===== src/rtl/sd_cmd_issuer.sv =====
module sd_cmd_issuer #(
  parameter int DIV_W     = 8,
  parameter int INIT_CLKS = 80,
  parameter int RSP_TMO   = 64
) (
  input  logic        clk,
  input  logic        rst_n,
  input  logic        wr_en,
  input  logic [1:0]  wr_addr,
  input  logic [31:0] wr_data,
  input  logic        cmd_in,
  input  logic        busy_in,
  output logic [31:0] cmd_word,
  output logic        card_clk,
  output logic        cmd_out,
  output logic        cmd_oe,
  output logic [1:0]  bus_width,
  output logic [31:0] resp0,
  output logic [31:0] resp1,
  output logic [31:0] resp2,
  output logic [31:0] resp3,
  output logic        cmd_done,
  output logic        rsp_timeout,
  output logic        rsp_crc_err,
  output logic        rsp_end_err
);
  localparam int TMO_W = $clog2(RSP_TMO + 1);
  localparam int CNT_W = 8;
  localparam logic [CNT_W-1:0] FRAME_BITS = CNT_W'(48);
  localparam logic [CNT_W-1:0] LONG_LAST  = CNT_W'(135);
  localparam logic [CNT_W-1:0] SHORT_LAST = CNT_W'(47);
  localparam logic [CNT_W-1:0] INIT_LAST  = CNT_W'(INIT_CLKS - 1);
  localparam logic [TMO_W-1:0] TMO_LAST   = TMO_W'(RSP_TMO - 1);

  typedef enum logic [2:0] {S_IDLE, S_WBUSY, S_INIT, S_TX, S_WRSP, S_RX} st_t;
  st_t state;

  logic [31:0]       arg_q;
  logic [DIV_W-1:0]  div_pend, div_q, div_cnt;
  logic              en_pend, en_q;
  logic [47:0]       tx_sh;
  logic [134:0]      rx_sh;
  logic [CNT_W-1:0]  bit_cnt;
  logic [TMO_W-1:0]  tmo;

  function automatic logic [6:0] crc7(input logic [119:0] d);
    logic [6:0] c;
    logic fb;
    c = '0;
    for (int i = 119; i >= 0; i--) begin
      fb = d[i] ^ c[6];
      c  = {c[5:0], 1'b0};
      if (fb) c = c ^ 7'h09;
    end
    return c;
  endfunction

  wire         tick  = en_q && (div_cnt == div_q);
  wire         rise  = tick && !card_clk;
  wire         fall  = tick && card_clk;
  wire [135:0] rx_nx = {rx_sh, cmd_in};
  wire [6:0]   rx_crc = crc7(cmd_word[7] ? rx_nx[127:8] : {80'b0, rx_nx[47:8]});
  wire [6:0]   tx_crc = crc7({80'b0, 2'b01, cmd_word[5:0], arg_q});
  wire [CNT_W-1:0] rx_last = cmd_word[7] ? LONG_LAST : SHORT_LAST;

  always_ff @(posedge clk or negedge rst_n) begin
    if (!rst_n) begin
      state <= S_IDLE;
      arg_q <= '0; cmd_word <= '0;
      div_pend <= '0; div_q <= '0; div_cnt <= '0;
      en_pend <= 1'b0; en_q <= 1'b0; card_clk <= 1'b0;
      cmd_out <= 1'b1; cmd_oe <= 1'b0; bus_width <= '0;
      tx_sh <= '0; rx_sh <= '0; bit_cnt <= '0; tmo <= '0;
      resp0 <= '0; resp1 <= '0; resp2 <= '0; resp3 <= '0;
      cmd_done <= 1'b0; rsp_timeout <= 1'b0; rsp_crc_err <= 1'b0; rsp_end_err <= 1'b0;
    end else begin
      if (!en_q) begin
        div_cnt <= '0; card_clk <= 1'b0;
      end else if (tick) begin
        div_cnt <= '0; card_clk <= ~card_clk;
      end else begin
        div_cnt <= div_cnt + 1'b1;
      end

      if (wr_en) begin
        case (wr_addr)
          2'd0: if (!cmd_word[31]) arg_q <= wr_data;
          2'd1: if (!cmd_word[31]) begin
            cmd_word <= wr_data;
            if (wr_data[31]) begin
              cmd_done <= 1'b0; rsp_timeout <= 1'b0;
              rsp_crc_err <= 1'b0; rsp_end_err <= 1'b0;
            end
          end
          2'd2: begin div_pend <= wr_data[DIV_W-1:0]; en_pend <= wr_data[16]; end
          default: bus_width <= wr_data[1:0];
        endcase
      end

      case (state)
        S_IDLE: if (cmd_word[31]) begin
          if (cmd_word[21]) begin
            div_q <= div_pend; en_q <= en_pend; cmd_word[31] <= 1'b0;
          end else begin
            tx_sh   <= {2'b01, cmd_word[5:0], arg_q, tx_crc, 1'b1};
            bit_cnt <= '0;
            state   <= cmd_word[13] ? S_WBUSY : (cmd_word[15] ? S_INIT : S_TX);
          end
        end
        S_WBUSY: if (!busy_in) state <= cmd_word[15] ? S_INIT : S_TX;
        S_INIT: if (fall) begin
          cmd_oe <= 1'b1; cmd_out <= 1'b1;
          if (bit_cnt == INIT_LAST) begin bit_cnt <= '0; state <= S_TX; end
          else bit_cnt <= bit_cnt + 1'b1;
        end
        S_TX: if (fall) begin
          if (bit_cnt == FRAME_BITS) begin
            cmd_oe <= 1'b0; cmd_out <= 1'b1; tmo <= '0; bit_cnt <= '0;
            if (cmd_word[6]) state <= S_WRSP;
            else begin state <= S_IDLE; cmd_word[31] <= 1'b0; cmd_done <= 1'b1; end
          end else begin
            cmd_oe <= 1'b1; cmd_out <= tx_sh[47];
            tx_sh <= {tx_sh[46:0], 1'b0}; bit_cnt <= bit_cnt + 1'b1;
          end
        end
        S_WRSP: if (rise) begin
          if (!cmd_in) begin
            rx_sh <= rx_nx[134:0]; bit_cnt <= CNT_W'(1); state <= S_RX;
          end else if (tmo == TMO_LAST) begin
            rsp_timeout <= 1'b1; cmd_word[31] <= 1'b0; cmd_done <= 1'b1; state <= S_IDLE;
          end else tmo <= tmo + 1'b1;
        end
        S_RX: if (rise) begin
          rx_sh   <= rx_nx[134:0];
          bit_cnt <= bit_cnt + 1'b1;
          if (bit_cnt == rx_last) begin
            if (cmd_word[7]) begin
              resp0 <= rx_nx[31:0];  resp1 <= rx_nx[63:32];
              resp2 <= rx_nx[95:64]; resp3 <= rx_nx[127:96];
            end else resp0 <= rx_nx[39:8];
            rsp_crc_err  <= cmd_word[8] && (rx_crc != rx_nx[7:1]);
            rsp_end_err  <= !rx_nx[0];
            cmd_word[31] <= 1'b0; cmd_done <= 1'b1; state <= S_IDLE;
          end
        end
        default: state <= S_IDLE;
      endcase
    end
  end

  a_r2_update_silent: assert property (@(posedge clk) disable iff (!rst_n)
    (state == S_IDLE && cmd_word[31] && cmd_word[21]) |=> (!cmd_oe && state == S_IDLE));
  a_r3_cmd_moves_on_fall: assert property (@(posedge clk) disable iff (!rst_n)
    !$stable(cmd_out) |-> $fell(card_clk));
  a_r4_done_clears_load: assert property (@(posedge clk) disable iff (!rst_n)
    $rose(cmd_done) |-> !cmd_word[31]);
  a_r10_timeout_alone: assert property (@(posedge clk) disable iff (!rst_n)
    rsp_timeout |-> !(rsp_crc_err || rsp_end_err));
  a_r12_quiet_when_busy: assert property (@(posedge clk) disable iff (!rst_n)
    (state == S_WBUSY) |-> !cmd_oe);
  a_r2_clock_parked: assert property (@(posedge clk) disable iff (!rst_n)
    !en_q |=> !card_clk);
endmodule


===== config.mk =====
export PLATFORM = sky130hd
export DESIGN_NAME = sd_cmd_issuer
export DESIGN_NICKNAME = d
export VERILOG_FILES = /design/src/rtl/sd_cmd_issuer.sv
export SDC_FILE = /design/constraint.sdc
export NUM_CORES = 1
export LEC_CHECK = 0
export ABC_AREA = 1
export BUFFER_PORTS_ARGS = -buffer_cell sky130_fd_sc_hd__clkbuf_2
export CELL_PAD_IN_SITES_DETAIL_PLACEMENT = 1
export CELL_PAD_IN_SITES_GLOBAL_PLACEMENT = 1
export CORE_MARGIN = 3
export CORE_UTILIZATION = 45
export DETAILED_ROUTE_END_ITERATION = 8
export GPL_ROUTABILITY_DRIVEN = 0
export PLACE_DENSITY = 0.92
export SYNTH_ARGS = -nofsm -noshare
export SYNTH_HDL_FRONTEND = slang
export SYNTH_SLANG_ARGS = --single-unit

===== constraint.sdc =====
create_clock -name clk -period 7.9 [get_ports clk]
set_input_delay 2.37 -clock clk [delete_from_list [all_inputs] [get_ports clk]]
set_output_delay 2.37 -clock clk [all_outputs]
set_load 0.01 [all_outputs]

==> results.tsv, run 1 <==
metric	value	unit
number of placement rows	83	
total of fill cells in the finished design	6468	
Crit path required time	8.40	ns
fraction of the core area covered by cells at the end of the flow	52.5	%
area of placed instances	25300	sq um
number of vias after detailed routing	21400	
dpl cells	3923	
number of storage elements in the synthesis netlist	420	
Pins Over Slew Limit	0	
largest family of logic cells by synthesized area	simple AND/OR/NAND/NOR gates	
number of antenna-violating nets in the routed design	0	
Clock Pin Slew Worst Setup and Hold Paths	0.07	ns
via count of the first global-routing pass	22700	
number of warnings reported in the yosys synthesis log	0	
Reg2Reg Depth	79	
critical path endpoint category	flip-flop	
post-synth cell types	48	
synthesized netlist cell count	3131	
largest fanout of any net on the critical path	7	
Post-Layout Cell Count	4013	
Layout Skew	0.0184	ns
layer with the highest usage	met2	
WL/cell	17.8	um
number of hold violations in the final report	0	
core region area	51800	sq um
All-Layer GR Usage	25.2	%
Post-Synth XOR/XNOR Area	3.01	%
floorplan die area	55600	sq um
initial antenna violation count	0	
H-tree Lvls	2	
area of combinational cells with multiple inputs	11400	sq um
starting density of the core	45.9	%
first-pass GRT wire length	117000	um
met1 Track Usage GR	31.3	%
Post-synth top flop	dfrtp_1	
area added between synthesis and finish	14.5	%
count of input and output buffers	207	
number of nets in the synthesized netlist	3174	
final critical-path required period	7.09	ns
sequential area share after synthesis	44.2	%
remaining routing DRC violations	0	
Sink Count	420	
share of post-route cells with drive strength above 1	23.4	%
critical path's largest stage delay	0.47	ns
transition time of the tightest slew-check pin	1.24	ns
average cell area after synthesis	7.59	sq um
grt ovf	0	
critical path endpoint	rsp_crc_err$_DFF_PN0_	
via density per instance	5.34	
fraction of the cycle the final worst path needs	89.8	%
netlist area before placement	23800	sq um
startpoint of the most critical setup path	rx_sh[123]$_DFFE_PN0P_	
WP data arrival	7.59	ns
quantity of hold-fixing buffers added after cts	0	
number of violations of the max-capacitance limit	0	
final WL	71400	um
setup TNS	0	ns
start of the worst register-to-register path	rx_sh[123]$_DFFE_PN0P_	
DIE WIDTH	236	um
TritonCTS clock tree	yes	
share of the synthesized area in compound gates (AO/OA/AOI/OAI)	11.4	%
largest buffer count on any clock path	3	
area of all sequential standard cells	10500	sq um
setup slack on the worst flop-to-flop path	0.81	ns
HP Class	reg -> reg	
Finish-stage setup viols	0	
total iterations of the first detailed-routing run	5	
Root Buffer	clkbuf_16	
number of enable-type register cells in the synthesized netlist	0	
Final #Nets	3342	
Simple-Gate Fraction of Synth Area	32.4	%
pin count of the biggest net entering global routing	254	
global-route met2 utilization	44.6	%
Non-Filler Cell Area, Final	27200	sq um
fraction of synthesized area in multiplexers	0.426	%
Skew-Pair Late Insertion Delay	0.60	ns
worst-path cell with the longest stage delay	dfrtp_2	
floorplan die height	236	um
number of top-level design ports	208	
total clock buffers created by CTS	47	
adder and majority gate portion of the synthesized area	0.211	%
M3 GR Usage	4.42	%
number of DRC markers after the initial detailed-route iteration	1176	
worst setup path class	reg -> reg	
sort of element at the start of the critical path	flip-flop	
ys async rst share	100	%
status	complete, no violations	
diode count	0	
max-slew headroom at the worst pin	17.6	%
HPWL reported at the end of detailed placement	51400	um
maximum clock rate	141	MHz
end of the worst register-to-register path	rsp_crc_err$_DFF_PN0_	
[worst max-delay path, delay by kind of cell (launching register included)]
family	cells	cell delay [ns]
and+or+nand+nor	70	5.91
AOI/OAI and AO/OA	1	0.11
buffers and inverters	8	0.55
DFF	1	0.47
[cell usage in the layout (no fill, tap or decap), types with 4 or more instances in the layout]
cell	count
clkbuf_16	47
clkbuf_8	9
xnor2_1	45
nand2_1	875
ha_1	4
nor4_1	6
nand2_4	48
clkbuf_1	4
o21ai_0	422
o211ai_1	43
a21oi_1	28
nand3_4	6
nor2_1	73
bufinv_16	8
nor2_2	18
mux2_2	9
dfrtp_1	412
xor2_1	33
inv_2	49
buf_4	12
nand3_2	47
clkinv_2	10
nand3_1	212
clkbuf_2	206
inv_1	349
inv_4	4
nand2_2	279
dfrtp_2	6
nand4_1	10
nor3_1	14
[routing by layer]
layer	part of all wire, %	vias up
met4	3.1	0
met5	0	-
met2	50	466
li1	-	10200
met1	42	10600
met3	4.7	144
[how the worst min path moves through the flow]
stage | startpoint | end | cells after the start
after global routing | resp1[15]$_DFFE_PN0P_ | resp1[15]$_DFFE_PN0P_ | 2
after detailed placement | tmo[6]$_DFFE_PN0P_ | tmo[6]$_DFFE_PN0P_ | 1
after CTS | tmo[6]$_DFFE_PN0P_ | tmo[6]$_DFFE_PN0P_ | 1
final | div_pend[6]$_DFFE_PN0P_ | div_pend[6]$_DFFE_PN0P_ | 2
after global placement | tmo[6]$_DFFE_PN0P_ | tmo[6]$_DFFE_PN0P_ | 1
after floorplan | tmo[6]$_DFFE_PN0P_ | tmo[6]$_DFFE_PN0P_ | 1
[Yosys cell counts, drive strengths merged, types with 4 or more instances]
master,count,area (sq um)
nand2,1202,5510
nor3,15,75.1
buf,10,67.6
a21oi,28,140
ha,4,50.1
o21ai,423,2120
xor2,34,305
inv,402,1510
nand3,265,1560
o211ai,43,323
mux2,9,101
dfrtp,419,10500
nor4,6,37.5
nand4,11,75.1
clkbuf,93,389
xnor2,46,410
nor2,93,399
[cells by family after synthesis]
group | after synthesis
AO/OA/AOI/OAI | 510
XOR/XNOR | 80
adder cells (fa/ha/maj) | 4
buffers and inverters | 509
flip-flops | 420
multiplexers | 9
AND/OR/NAND/NOR | 1599
[per-stage QoR]
stage,hold slack (ns),setup WS [ns]
2_1_floorplan,0.439,1.97
5_1_grt,0.508,-0.0312
3_3_place_gp,0.460,1.01
3_5_place_dp,0.466,0.654
4_1_cts,0.482,0.484
6_report,0.480,0.807
[flip-flops by register name, indices dropped and copies added, names as in the netlist, 2 cells and up]
name,count
rx_sh,127
tx_sh,48
arg_q,32
cmd_word,32
resp0,32
resp1,32
resp2,32
resp3,32
bit_cnt,8
div_cnt,8
div_pend,8
div_q,8
tmo,7
state,3
bus_width,2
[repair_timing]
item,CTS,global route
endpoints found under the setup margin,0,1
resized for setup,0,43
buffers inserted,0,7
[area by class of cell]
cell class | instances | area share, %
multi-input cells | 2202 | 42.0
flip-flops and latches | 420 | 38.7
inverters | 405 | 5.63
clock buffers | 60 | 4.83
repair buffers | 223 | 4.45
well taps | 680 | 3.13
clock inverters | 23 | 1.31
Power of run 1 is not shown: default switching activity piles up to over one toggle a cycle in this logic, so the estimate is an artifact.
==> inputs of run 2 (changes only) <==
--- a/config.mk
+++ b/config.mk
@@ -9,7 +9,6 @@
 export BUFFER_PORTS_ARGS = -buffer_cell sky130_fd_sc_hd__clkbuf_2
 export CELL_PAD_IN_SITES_DETAIL_PLACEMENT = 1
 export CELL_PAD_IN_SITES_GLOBAL_PLACEMENT = 1
-export CORE_MARGIN = 3
 export CORE_UTILIZATION = 45
 export DETAILED_ROUTE_END_ITERATION = 8
 export GPL_ROUTABILITY_DRIVEN = 0
==> results.tsv, run 2 (synthesis gave the netlist of run 1 again) <==
metric	value	unit
Non-Filler Cell Area, Final	27300	sq um
HPWL reported at the end of detailed placement	51200	um
Sink Count	420	
worst setup path class	reg -> reg	
Levels on crit path	75	
area of placed instances	25400	sq um
maximum clock rate	137	MHz
Root Buffer	clkbuf_16	
remaining routing DRC violations	0	
transition time of the tightest slew-check pin	1.49	ns
WL/cell	18.0	um
worst-path cell with the longest stage delay	dfrtp_2	
H-tree Lvls	2	
worst hold path depth	2	
All-Layer GR Usage	26.9	%
number of vias after detailed routing	21500	
pin count of the biggest net entering global routing	254	
floorplan die height	232	um
gate family responsible for the most delay along the worst path	simple AND/OR/NAND/NOR gates	
minimum hold slack	0.487	ns
total iterations of the first detailed-routing run	5	
largest buffer count on any clock path	3	
HP Class	reg -> reg	
largest registers	rx_sh: 127 flops, tx_sh: 48 flops	
DIE WIDTH	232	um
most common cell after layout, fill and taps aside	nand2_1	
Pins Over Slew Limit	0	
WP data arrival	7.77	ns
largest fanout of any net on the critical path	6	
initial antenna violation count	0	
number of antenna-violating nets in the routed design	0	
max-slew headroom at the worst pin	0.928	%
grt ovf	0	
total clock buffers created by CTS	46	
final critical-path required period	7.30	ns
Crit path required time	8.37	ns
Finish-stage setup viols	0	
Skew-Pair Late Insertion Delay	0.59	ns
diode count	0	
status	complete, no violations	
TritonCTS clock tree	yes	
max FFs per register	127	
area of combinational cells with multiple inputs	11600	sq um
number of top-level design ports	208	
number of violations of the max-capacitance limit	0	
area added between synthesis and finish	15.0	%
Final #Nets	3343	
final WL	72300	um
Layout Skew	0.0164	ns
share of post-route cells with drive strength above 1	24.7	%
starting density of the core	46.0	%
Clock Pin Slew Worst Setup and Hold Paths	0.06	ns
via count of the first global-routing pass	22400	
sort of element at the start of the critical path	flip-flop	
via density per instance	5.37	
number of hold violations in the final report	0	
core region area	51700	sq um
fraction of the cycle the final worst path needs	92.4	%
buffers and inverters on the worst path	5	
area of all sequential standard cells	10500	sq um
critical path endpoint category	flip-flop	
most used cells in the layout excluding fill and tap cells	nand2_1 (843), o21ai_0 (422), dfrtp_1 (413)	
floorplan die area	53800	sq um
critical path's largest stage delay	0.47	ns
register with the highest flop count	rx_sh	
first-pass GRT wire length	116000	um
number of placement rows	83	
total of fill cells in the finished design	6455	
Reg2Reg Depth	75	
count of input and output buffers	207	
number of DRC markers after the initial detailed-route iteration	1275	
## run 2: changes by cell type in the layout (fill, tap and decap cells not counted), moves of 3 or more
cell / change
nand2_2: +23
nand3_1: -7
nand2_4: +9
nand3_2: +7
bufinv_16: -3
nand2_1: -32
## run 2: worst paths after layout
path                                            to  slack (ns)                     from
min                        div_pend[6]$_DFFE_PN0P_        0.49  div_pend[6]$_DFFE_PN0P_
min reg2reg                div_pend[6]$_DFFE_PN0P_        0.49  div_pend[6]$_DFFE_PN0P_
max reg2reg                  rsp_crc_err$_DFF_PN0_        0.60   rx_sh[125]$_DFFE_PN0P_
min in group asynchronous    resp0[17]$_DFFE_PN0P_        1.77                    rst_n
max in group asynchronous  cmd_word[7]$_DFFE_PN0P_        4.74                    rst_n
max                          rsp_crc_err$_DFF_PN0_        0.60   rx_sh[125]$_DFFE_PN0P_
## run 2: cell type report
cell class / instances / area share (%)
Multi-Input combinational cell: 2202 / 42.5
Tap cell: 680 / 3.11
Clock buffer: 61 / 4.90
Sequential cell: 420 / 38.5
Timing Repair Buffer: 225 / 4.47
Clock inverter: 21 / 0.906
Inverter: 405 / 5.60
## run 2: repair_timing
item / 4_1_cts / 5_1_grt
gates resized for setup: 0 / 97
hold buffers: 0 / 0
buffers inserted: 0 / 7
endpoints found under the setup margin: 0 / 1
## run 2: worst min-delay path: cells and delay by family (launching register included)
kind	cells	cell delay [ns]
flip-flops	1	0.34
AO/OA/AOI/OAI	1	0.06
AND/OR/NAND/NOR	1	0.05
## run 2: stage by stage
step           setup slack, ns  std cells  utilization, %  TNS [ns]
3_5_place_dp             0.660       3925            49.0         0
3_3_place_gp              1.07       3925            49.0         0
2_1_floorplan             1.97       3131               -         0
4_1_cts                  0.528       4007            52.1         0
6_report                 0.601       4014            52.8         0
5_1_grt                -0.0749       4014            52.8   -0.0749
## run 2: per-layer routing
metal	GRT usage, %	vias up	share of wire (%)
met5	0	-	0
met4	9.33	0	3.0
met2	47.3	490	50
met3	4.27	140	4.7
met1	33.2	10700	42
li1	-	10200	-
Power of run 2 is left out for the same reason.
